==> config.mk <==
export PLATFORM = sky130hd
export DESIGN_NAME = retire_trap_matcher
export DESIGN_NICKNAME = d
export VERILOG_FILES = /design/src/rtl/trap_pkg.sv /design/src/rtl/trap_def_table.sv /design/src/rtl/trap_entry_match.sv /design/src/rtl/retired_entry_buffer.sv /design/src/rtl/retire_trap_matcher.sv
export SDC_FILE = /design/constraint.sdc
export NUM_CORES = 1
export LEC_CHECK = 0
export ABC_AREA = 1
export BUFFER_PORTS_ARGS = -buffer_cell sky130_fd_sc_hd__buf_2
export CAP_MARGIN = 25
export CORE_ASPECT_RATIO = 1.25
export CORE_UTILIZATION = 35
export CTS_CLUSTER_DIAMETER = 150
export DETAILED_ROUTE_END_ITERATION = 8
export HOLD_SLACK_MARGIN = 0.03
export PLACE_DENSITY = 0.54
export SLEW_MARGIN = 20
export SYNTH_ARGS = -nofsm -noshare
export SYNTH_HDL_FRONTEND = slang
export SYNTH_SLANG_ARGS = --single-unit
==> constraint.sdc <==
create_clock -name clk -period 4.4 [get_ports clk]
set_clock_uncertainty 0.2 [all_clocks]
set_input_delay 0.44 -clock clk [delete_from_list [all_inputs] [get_ports clk]]
set_output_delay 0.44 -clock clk [all_outputs]
set_load 0.01 [all_outputs]
==> src/rtl/trap_pkg.sv <==
package trap_pkg;

    localparam int CLS_W  = 2;
    localparam int OPC_W  = 6;
    localparam int ID_W   = CLS_W + OPC_W;
    localparam int BEH_W  = 8;
    localparam int KIND_W = 3;
    localparam int COND_W = BEH_W - 1;

    // behaviour bit positions; matching depends on these groupings
    localparam int B_NTAKEN = 0;
    localparam int B_TAKEN  = 1;
    localparam int B_FWD    = 2;
    localparam int B_BWD    = 3;
    localparam int B_KIND0  = 4;

    typedef struct packed {
        logic [CLS_W-1:0]  cls;
        logic [OPC_W-1:0]  opc;
        logic              taken;
        logic              backward;
        logic [KIND_W-1:0] kind;
    } insn_attr_t;

    typedef struct packed {
        logic              vld;
        logic [ID_W-1:0]   id;
        logic [BEH_W-1:0]  beh;
    } tdef_t;

endpackage

==> src/rtl/trap_def_table.sv <==
module trap_def_table
    import trap_pkg::*;
#(
    parameter int N_ENT = 8,
    parameter int IDX_W = (N_ENT > 1) ? $clog2(N_ENT) : 1
) (
    input  logic                  clk,
    input  logic                  rst_n,
    input  logic                  wr_en,
    input  logic [IDX_W-1:0]      idx,
    input  tdef_t                 wr_entry,
    output tdef_t                 rd_entry,
    output tdef_t [N_ENT-1:0]     entries
);

    typedef struct packed {
        tdef_t [N_ENT-1:0] ent;
    } tbl_state_t;

    tbl_state_t st_d, st_q;
    logic       idx_in_range;

    assign idx_in_range = (32'(idx) < N_ENT);

    always_comb begin
        st_d = st_q;
        if (wr_en && idx_in_range) begin
            st_d.ent[idx] = wr_entry;
        end
    end

    always_ff @(posedge clk) begin
        if (!rst_n) begin
            st_q <= '0;
        end else begin
            st_q <= st_d;
        end
    end

    assign rd_entry = idx_in_range ? st_q.ent[idx] : '0;
    assign entries  = st_q.ent;

endmodule

==> src/rtl/trap_entry_match.sv <==
module trap_entry_match
    import trap_pkg::*;
(
    input  logic              vld,
    input  logic [ID_W-1:0]   id,
    input  logic [COND_W-1:0] cond,
    input  insn_attr_t        attr,
    output logic              hit
);

    logic [CLS_W-1:0]  id_cls;
    logic [OPC_W-1:0]  id_opc;
    logic [1:0]        out_grp;
    logic [1:0]        dir_grp;
    logic [KIND_W-1:0] kind_grp;
    logic              cls_ok;
    logic              opc_ok;
    logic              out_ok;
    logic              dir_ok;
    logic              kind_ok;

    always_comb begin
        id_cls   = id[ID_W-1 -: CLS_W];
        id_opc   = id[OPC_W-1:0];
        out_grp  = cond[B_TAKEN:B_NTAKEN];
        dir_grp  = cond[B_BWD:B_FWD];
        kind_grp = cond[B_KIND0 +: KIND_W];

        cls_ok  = (id_cls == attr.cls);
        opc_ok  = (id_opc == '0) || (id_opc == attr.opc);

        out_ok  = (out_grp == '0)
               || (out_grp[0] && !attr.taken)
               || (out_grp[1] &&  attr.taken);
        dir_ok  = (dir_grp == '0)
               || (dir_grp[0] && !attr.backward)
               || (dir_grp[1] &&  attr.backward);
        kind_ok = (kind_grp == '0) || ((kind_grp & attr.kind) != '0);

        hit = vld && cls_ok && opc_ok && out_ok && dir_ok && kind_ok;
    end

endmodule

==> src/rtl/retired_entry_buffer.sv <==
module retired_entry_buffer
    import trap_pkg::*;
#(
    parameter int PC_W = 32
) (
    input  logic            clk,
    input  logic            rst_n,
    input  logic            capture,
    input  logic [PC_W-1:0] pc_in,
    input  insn_attr_t      attr_in,
    output logic            vld,
    output logic [PC_W-1:0] pc,
    output insn_attr_t      attr
);

    typedef struct packed {
        logic            vld;
        logic [PC_W-1:0] pc;
        insn_attr_t      attr;
    } rrb_state_t;

    rrb_state_t st_d, st_q;

    always_comb begin
        st_d = st_q;
        if (capture) begin
            st_d.vld  = 1'b1;
            st_d.pc   = pc_in;
            st_d.attr = attr_in;
        end
    end

    always_ff @(posedge clk) begin
        if (!rst_n) begin
            st_q <= '0;
        end else begin
            st_q <= st_d;
        end
    end

    assign vld  = st_q.vld;
    assign pc   = st_q.pc;
    assign attr = st_q.attr;

endmodule

==> src/rtl/retire_trap_matcher.sv <==
module retire_trap_matcher
    import trap_pkg::*;
#(
    parameter int PC_W  = 32,
    parameter int N_ENT = 8,
    parameter int IDX_W = (N_ENT > 1) ? $clog2(N_ENT) : 1
) (
    input  logic              clk,
    input  logic              rst_n,
    input  logic              cmt_valid,
    input  logic [PC_W-1:0]   cmt_pc,
    input  logic [CLS_W-1:0]  cmt_class,
    input  logic [OPC_W-1:0]  cmt_opcode,
    input  logic              cmt_taken,
    input  logic              cmt_backward,
    input  logic [KIND_W-1:0] cmt_kind,
    input  logic [IDX_W-1:0]  sw_idx,
    input  logic              sw_wr_en,
    input  logic              sw_wr_valid,
    input  logic [ID_W-1:0]   sw_wr_id,
    input  logic [BEH_W-1:0]  sw_wr_beh,
    output logic              sw_rd_valid,
    output logic [ID_W-1:0]   sw_rd_id,
    output logic [BEH_W-1:0]  sw_rd_beh,
    input  logic              trap_ack,
    output logic              trap_req,
    output logic [PC_W-1:0]   trap_pc,
    output logic              rrb_valid,
    output logic [PC_W-1:0]   rrb_pc,
    output logic [CLS_W-1:0]  rrb_class,
    output logic [OPC_W-1:0]  rrb_opcode,
    output logic              rrb_taken,
    output logic              rrb_backward,
    output logic [KIND_W-1:0] rrb_kind
);

    typedef struct packed {
        logic            req;
        logic [PC_W-1:0] pc;
    } trap_state_t;

    insn_attr_t         cmt_attr;
    tdef_t              wr_entry;
    tdef_t              rd_entry;
    tdef_t [N_ENT-1:0]  entries;
    logic  [N_ENT-1:0]  ent_hit;
    logic               any_hit;
    logic               capture;
    insn_attr_t         rrb_attr;
    trap_state_t        tr_d, tr_q;

    assign cmt_attr = '{cls: cmt_class, opc: cmt_opcode, taken: cmt_taken,
                        backward: cmt_backward, kind: cmt_kind};
    assign wr_entry = '{vld: sw_wr_valid, id: sw_wr_id, beh: sw_wr_beh};

    trap_def_table #(
        .N_ENT (N_ENT),
        .IDX_W (IDX_W)
    ) u_table (
        .clk      (clk),
        .rst_n    (rst_n),
        .wr_en    (sw_wr_en),
        .idx      (sw_idx),
        .wr_entry (wr_entry),
        .rd_entry (rd_entry),
        .entries  (entries)
    );

    assign sw_rd_valid = rd_entry.vld;
    assign sw_rd_id    = rd_entry.id;
    assign sw_rd_beh   = rd_entry.beh;

    // one comparator per table entry, all evaluated in parallel
    for (genvar g = 0; g < N_ENT; g++) begin : g_match
        trap_entry_match u_match (
            .vld  (entries[g].vld),
            .id   (entries[g].id),
            .cond (entries[g].beh[COND_W-1:0]),
            .attr (cmt_attr),
            .hit  (ent_hit[g])
        );
    end

    assign any_hit = |ent_hit;

    // trap request state: one pending trap at a time
    always_comb begin
        tr_d = tr_q;
        if (tr_q.req) begin
            if (trap_ack) begin
                tr_d.req = 1'b0;
            end
        end else if (cmt_valid && any_hit) begin
            tr_d.req = 1'b1;
            tr_d.pc  = cmt_pc;
        end
    end

    always_ff @(posedge clk) begin
        if (!rst_n) begin
            tr_q <= '0;
        end else begin
            tr_q <= tr_d;
        end
    end

    assign trap_req = tr_q.req;
    assign trap_pc  = tr_q.pc;

    // buffer is frozen while a trap waits, released in the acknowledge cycle
    assign capture = cmt_valid && (!tr_q.req || trap_ack);

    retired_entry_buffer #(
        .PC_W (PC_W)
    ) u_rrb (
        .clk     (clk),
        .rst_n   (rst_n),
        .capture (capture),
        .pc_in   (cmt_pc),
        .attr_in (cmt_attr),
        .vld     (rrb_valid),
        .pc      (rrb_pc),
        .attr    (rrb_attr)
    );

    assign rrb_class    = rrb_attr.cls;
    assign rrb_opcode   = rrb_attr.opc;
    assign rrb_taken    = rrb_attr.taken;
    assign rrb_backward = rrb_attr.backward;
    assign rrb_kind     = rrb_attr.kind;

endmodule

# Word level (Yosys, flattened, before mapping)
# Cells that the tools add are included.
word_totals:
  mem_count: 0
  ff_bits: 215
  out_inout_bits: 96
  latchBits: 0
  ram_bits: 0
  rom_bits: 0
  inputBits: 70
op_classes:
  n_eq_ne: 16
  n_shift: 0
  reduce_logical: 169
  order_cmp: 2
  addsub: 0
  n_mul: 0
  div_mod_pow: 0
  bitwise: 9
  muxes: 8
op_table:
  columns: ["operator", "count"]
  rows:
  - ["$bwmux W136", 1]
  - ["$logic_and A1 B1 Y1", 75]
  - ["$bmux W17 S3", 1]
  - ["$demux W17 S3", 1]
  - ["$logic_or A1 B1 Y1", 49]
  - ["$eq A6 B6 Y1", 8]
  - ["$logic_not A6 Y1", 8]
  - ["$mux W17", 2]
  - ["$mux W33", 1]
  - ["$logic_not A2 Y1", 16]
  - ["$and A3 B3 Y3", 8]
  - ["$logic_not A3 Y1", 8]
  - ["$reduce_bool A3 Y1", 8]
  - ["$eq A2 B2 Y1", 8]
  - ["$reduce_or A8 Y1", 1]
  - ["$lt A3 B4 Y1 const B", 1]
  - ["$ge A3 B1 Y1 const B", 1]
  - ["$logic_not A1 Y1", 3]
  - ["$mux W1", 2]
  - ["$reduce_and A2 Y1", 1]
  - ["$not A1 Y1", 1]

# Depth between registers and ports, before layout
logic_depth:
  word_depth: 11
  depth_mapped: 16

# Cells and area by module
# From an unflattened synthesis, not the netlist that was laid out.
hier_totals:
  cells_unflattened: 2028
  area_unflattened_um2: 11771.3
modules_own_cells:
  columns: ["module", "seq_area_each_um2", "n_inst", "cells_per_inst", "area_per_inst_um2"]
  rows:
  - ["trap_def_table", 2722.6, 1, 1014, 6317.3]
  - ["trap_entry_match", 0.0, 8, 62, 257.7]
  - ["retired_entry_buffer", 920.9, 1, 287, 1911.8]
  - ["retire_trap_matcher", 660.6, 1, 231, 1480.2]

# Worst setup path after synthesis
# Ideal clock, no wire load.
synth_timing:
  path_kind: "input port to output port"
  start: "input port sw_idx[0]"
  end: "output port sw_rd_beh[2]"
  path_buffers: 1
  slack_ps: 2242
  t_arrival_ps: 1518
  required_time_ps: 3760
  path_stages: 7
  path_cell_list: "buf_2 -> inv_1 -> nor2_2 -> clkinv_1 -> o21ai_0 -> a21oi_1 -> nand3_1"
synth_between:
  elab_chain_len: 2
synth_rtl:
  columns: ["item", "line_no", "text"]
  rows:
  - ["start, declared", "retire_trap_matcher.sv:17", "input logic [IDX_W-1:0] sw_idx,"]
  - ["$bmux W17 S3", "trap_def_table.sv:40", "assign rd_entry = idx_in_range ? st_q.ent[idx] : '0;"]
  - ["$mux W17 (not written as such)", "trap_def_table.sv:40", null]
  - ["end, declared", "retire_trap_matcher.sv:24", "output logic [BEH_W-1:0] sw_rd_beh,"]
# Every way passes these cells. The select of a mux whose other input is x is not followed.

# Final worst setup path
# Ends and elaborated chain as after synthesis.

==> summary.md <==
| Metric | Value |
|---|---|
| Crit path DAT | about 2.8 ns |
| TritonCTS clock tree | yes |
| Synth top cells by count | 276 x nand2_1, 249 x nor2_1, 227 x o21ai_0, 215 x dfxtp_1, 180 x a21oi_1 |
| FP Rows | 70 |
| Vias | about 11k |
| Syn Area/Cell | 6.78 um2 |
| Synth warn | 0 |
| Cells after synthesis | approximately 1.6k |
| Library cells used by synthesis | 30 |
| Gr ovfl total | 0 |
| CP max stage cell | buf_2 |
| Highest Clock Rate | about 290 MHz |
| RSZ-0062 raised after global routing | false |
| Antenna diodes | 0 |
| Share of cells above drive strength 1 | between 15 and 20% |
| Worst-margin pin slew | between 0.9 and 1 ns |
| Tcrit/Tclk final | 77.8% |
| CP endpoint kind | primary output |
| Crit path cell chain | buf_2, inv_1, nor2_2, clkinv_1, o21ai_0, a21oi_1, nand3_1, buf_2 |
| Most used cell, CP | buf_2 |
| Antenna violations before repair | 0 |
| Top-count cell post-synth | nand2_1 |
| CP top delay family | buffers and inverters |
| Core area | about 0.03 mm2 |
| Number of synthesized register bits | approximately 220 |
| I/O pins | around 170 |
| Iteration count of the initial detailed-routing pass | 5 |
| Synthesized cell area | 0.0106 mm2 |
| Final Slew Violations | 0 |
| Largest net degree at the start of global routing | 100 |
| Cell taking the most area after synthesis | dfxtp_1 |
| # clock sinks | between 200 and 250 |
| Clk slew on worst S/H paths | around 0.060 ns |
| Top-area cell type share of the netlist area | 40.5% |
| Syn_nets | about 1.6k |
| Area of the die | about 0.031 mm2 |
| CP max FO | 31 |
| Hold_buf cts | 33 |
| ANT nets after route | 0 |
| Post-DP HPWL | around 25,000 um |
| Htree depth | 1 |
| DRC Markers | 0 |
| Max cap viols | 0 |
| Max incr delay on CP | between 0.4 and 0.5 ns |
| Top_reg_cell synth | dfxtp_1 |
| Critical path class | in2out |
| Worst endpoint required time | about 3.8 ns |
| Ys async rst share | 0% |
| Final #Nets | roughly 1.8k |
| Total Power | approximately 4800 uW |
| First-pass GRT wire length | approximately 56,000 um |
| GRT Total Usage | between 20% and 30% |
| Starting density of the core | 36.0% |
| CTS Buffer Depth | 3 |
| Cell count along the critical path | 8 |
| Setup TNS | 0 ns |
| Root Driver | clkbuf_16 |
| Worst r2r path cells | 13 |
| FF-to-FF setup slack | about 1.9 ns |
| DP Cell Count | ~2k |
| Worst r2r src | u_table.entries[129] |
| Non-filler cells in the finished layout | 2,117 |
| Register area share after synthesis | approximately two fifths |
| Worst Setup SP | sw_idx[0] |
| Routed Wire Length | roughly 36,000 um |
| Via-per-instance ratio | approximately 5 |
| PD cells | about 380 mW/mm2 |
| Run status | finished, final reports clean |
| Hold Slack | between 0.09 and 0.1 ns |
| Startpoint types | primary input |
| Crit path to | sw_rd_beh[2] |
| EDFF count, synth | 0 |
| Post-CTS Setup Inserts | 0 |
| Clk Latency, worst-skew pair | 0.53 ns |
| Reg-to-reg endpoint | trap_pc[31] |
| Cts bufs inserted | 25 |
| Buffers on Ports | around 170 |
| Post-layout minimum cycle time | roughly 3.4 ns |
| CTS resizes | 0 |
| Synth area leaders | dfxtp_1 41%, o21ai_0 11%, nand2_1 9.8%, nor2_1 8.8%, a21oi_1 8.5% |
| Final setup violation count | 0 |
| Gpl congestion | roughly 0.91 |
| Die H | between 150 and 200 um |
| Peak supply drop | about 0.24 mV |
| Synth-to-layout area growth | 19.3% |
| Leak | 0.00555 uW |
| Drt first-iter violations | ~750 |
| Final hold violation count | 0 |
| Hold Path Class | in2reg |
| Avg WL per Cell | approximately 17 um |
| Vias in the first global route | 9,918 |
| CP bufs+invs | 4 |
| Worst slew margin | 33.7% |
| # fillers | 3,189 |
| Die W | around 160 um |
-- power breakdown --
part / switching (uW) / total [uW] / internal, uW
clock: 829 / 2040 / 1210
combinational: 441 / 666 / 225
sequential: 56.1 / 2090 / 2040
total: 1330 / 4800 / 3470
-- stage by stage --
stage                     setup slack (ns)  util, %  cell area (um2)
final                                0.975     42.9            12700
after global routing                 0.779     42.9            12700
after CTS                             1.02     42.9            12600
after detailed placement              1.02     39.1            11500
after global placement                1.10     39.1            11500
after floorplan                       2.24        -            10600
-- metal layers --
metal	part of all wire [%]	global-route usage [%]	up-vias
li1	-	-	5388
met1	42	28.6	4820
met2	48	40.0	391
met3	6.2	2.81	78
met4	4.2	9.82	0
met5	0	0	-
-- placed cells by master, fill, tap and decap left out, drive strengths merged --
cell	n
xor2	7
dlygate4sd3	33
nor3	1
nand4	16
clkinv	4
nand2	279
inv	150
clkbuf	37
o22ai	6
bufinv	1
a21boi	2
o211ai	11
a21oi	210
nor2	252
dfxtp	215
a221oi	4
nand3	65
buf	177
o21ai	251
-- area by class of cell --
type / count / area, um2 / share of cell area (%)
Sequential cell: 215 / 4300 / 34.0
Timing Repair Buffer: 210 / 1290 / 10.2
Multi-Input combinational cell: 1104 / 5210 / 41.1
Tap cell: 396 / 495 / 3.91
Clock buffer: 37 / 741 / 5.85
Inverter: 151 / 584 / 4.61
Clock inverter: 4 / 48.8 / 0.385
-- kinds of logic (layout without fill, tap and decap cells) --
logic type | count (synthesis) | after routing | share of synthesized area (%)
and+or+nand+nor | 613 | 613 | 23.9
AOI/OAI and AO/OA | 484 | 484 | 24.5
buffers and inverters | 247 | 402 | 10.5
xor gates and xnor gates | 7 | 7 | 0.577
DFF | 215 | 215 | 40.5
-- worst min-delay path by stage --
stage,from,endpoint,slack [ns],depth (start not counted)
global placement,u_rrb.vld,u_rrb.vld,0.25,2
floorplan,u_table.entries[34],u_table.entries[34],0.25,2
global route,sw_wr_id[6],u_table.entries[14],0.09,3
detailed placement,u_rrb.vld,u_rrb.vld,0.27,2
CTS,sw_wr_beh[0],u_table.entries[68],0.07,3
finish,sw_wr_beh[7],u_table.entries[75],0.1,3
-- sequential cells by signal, indices dropped and copies added (netlist names) --
register / flops
trap_pc: 32
trap_req: 1
u_rrb.attr: 13
u_rrb.pc: 32
u_rrb.vld: 1
u_table.entries: 136
-- tightest hold or removal path, cell delays in order --
cell,delay (ns)
buf_2,0.18
nor2_1,0.12
nor2_1,0.05
No activity file was read; power rests on OpenSTA's default activity.
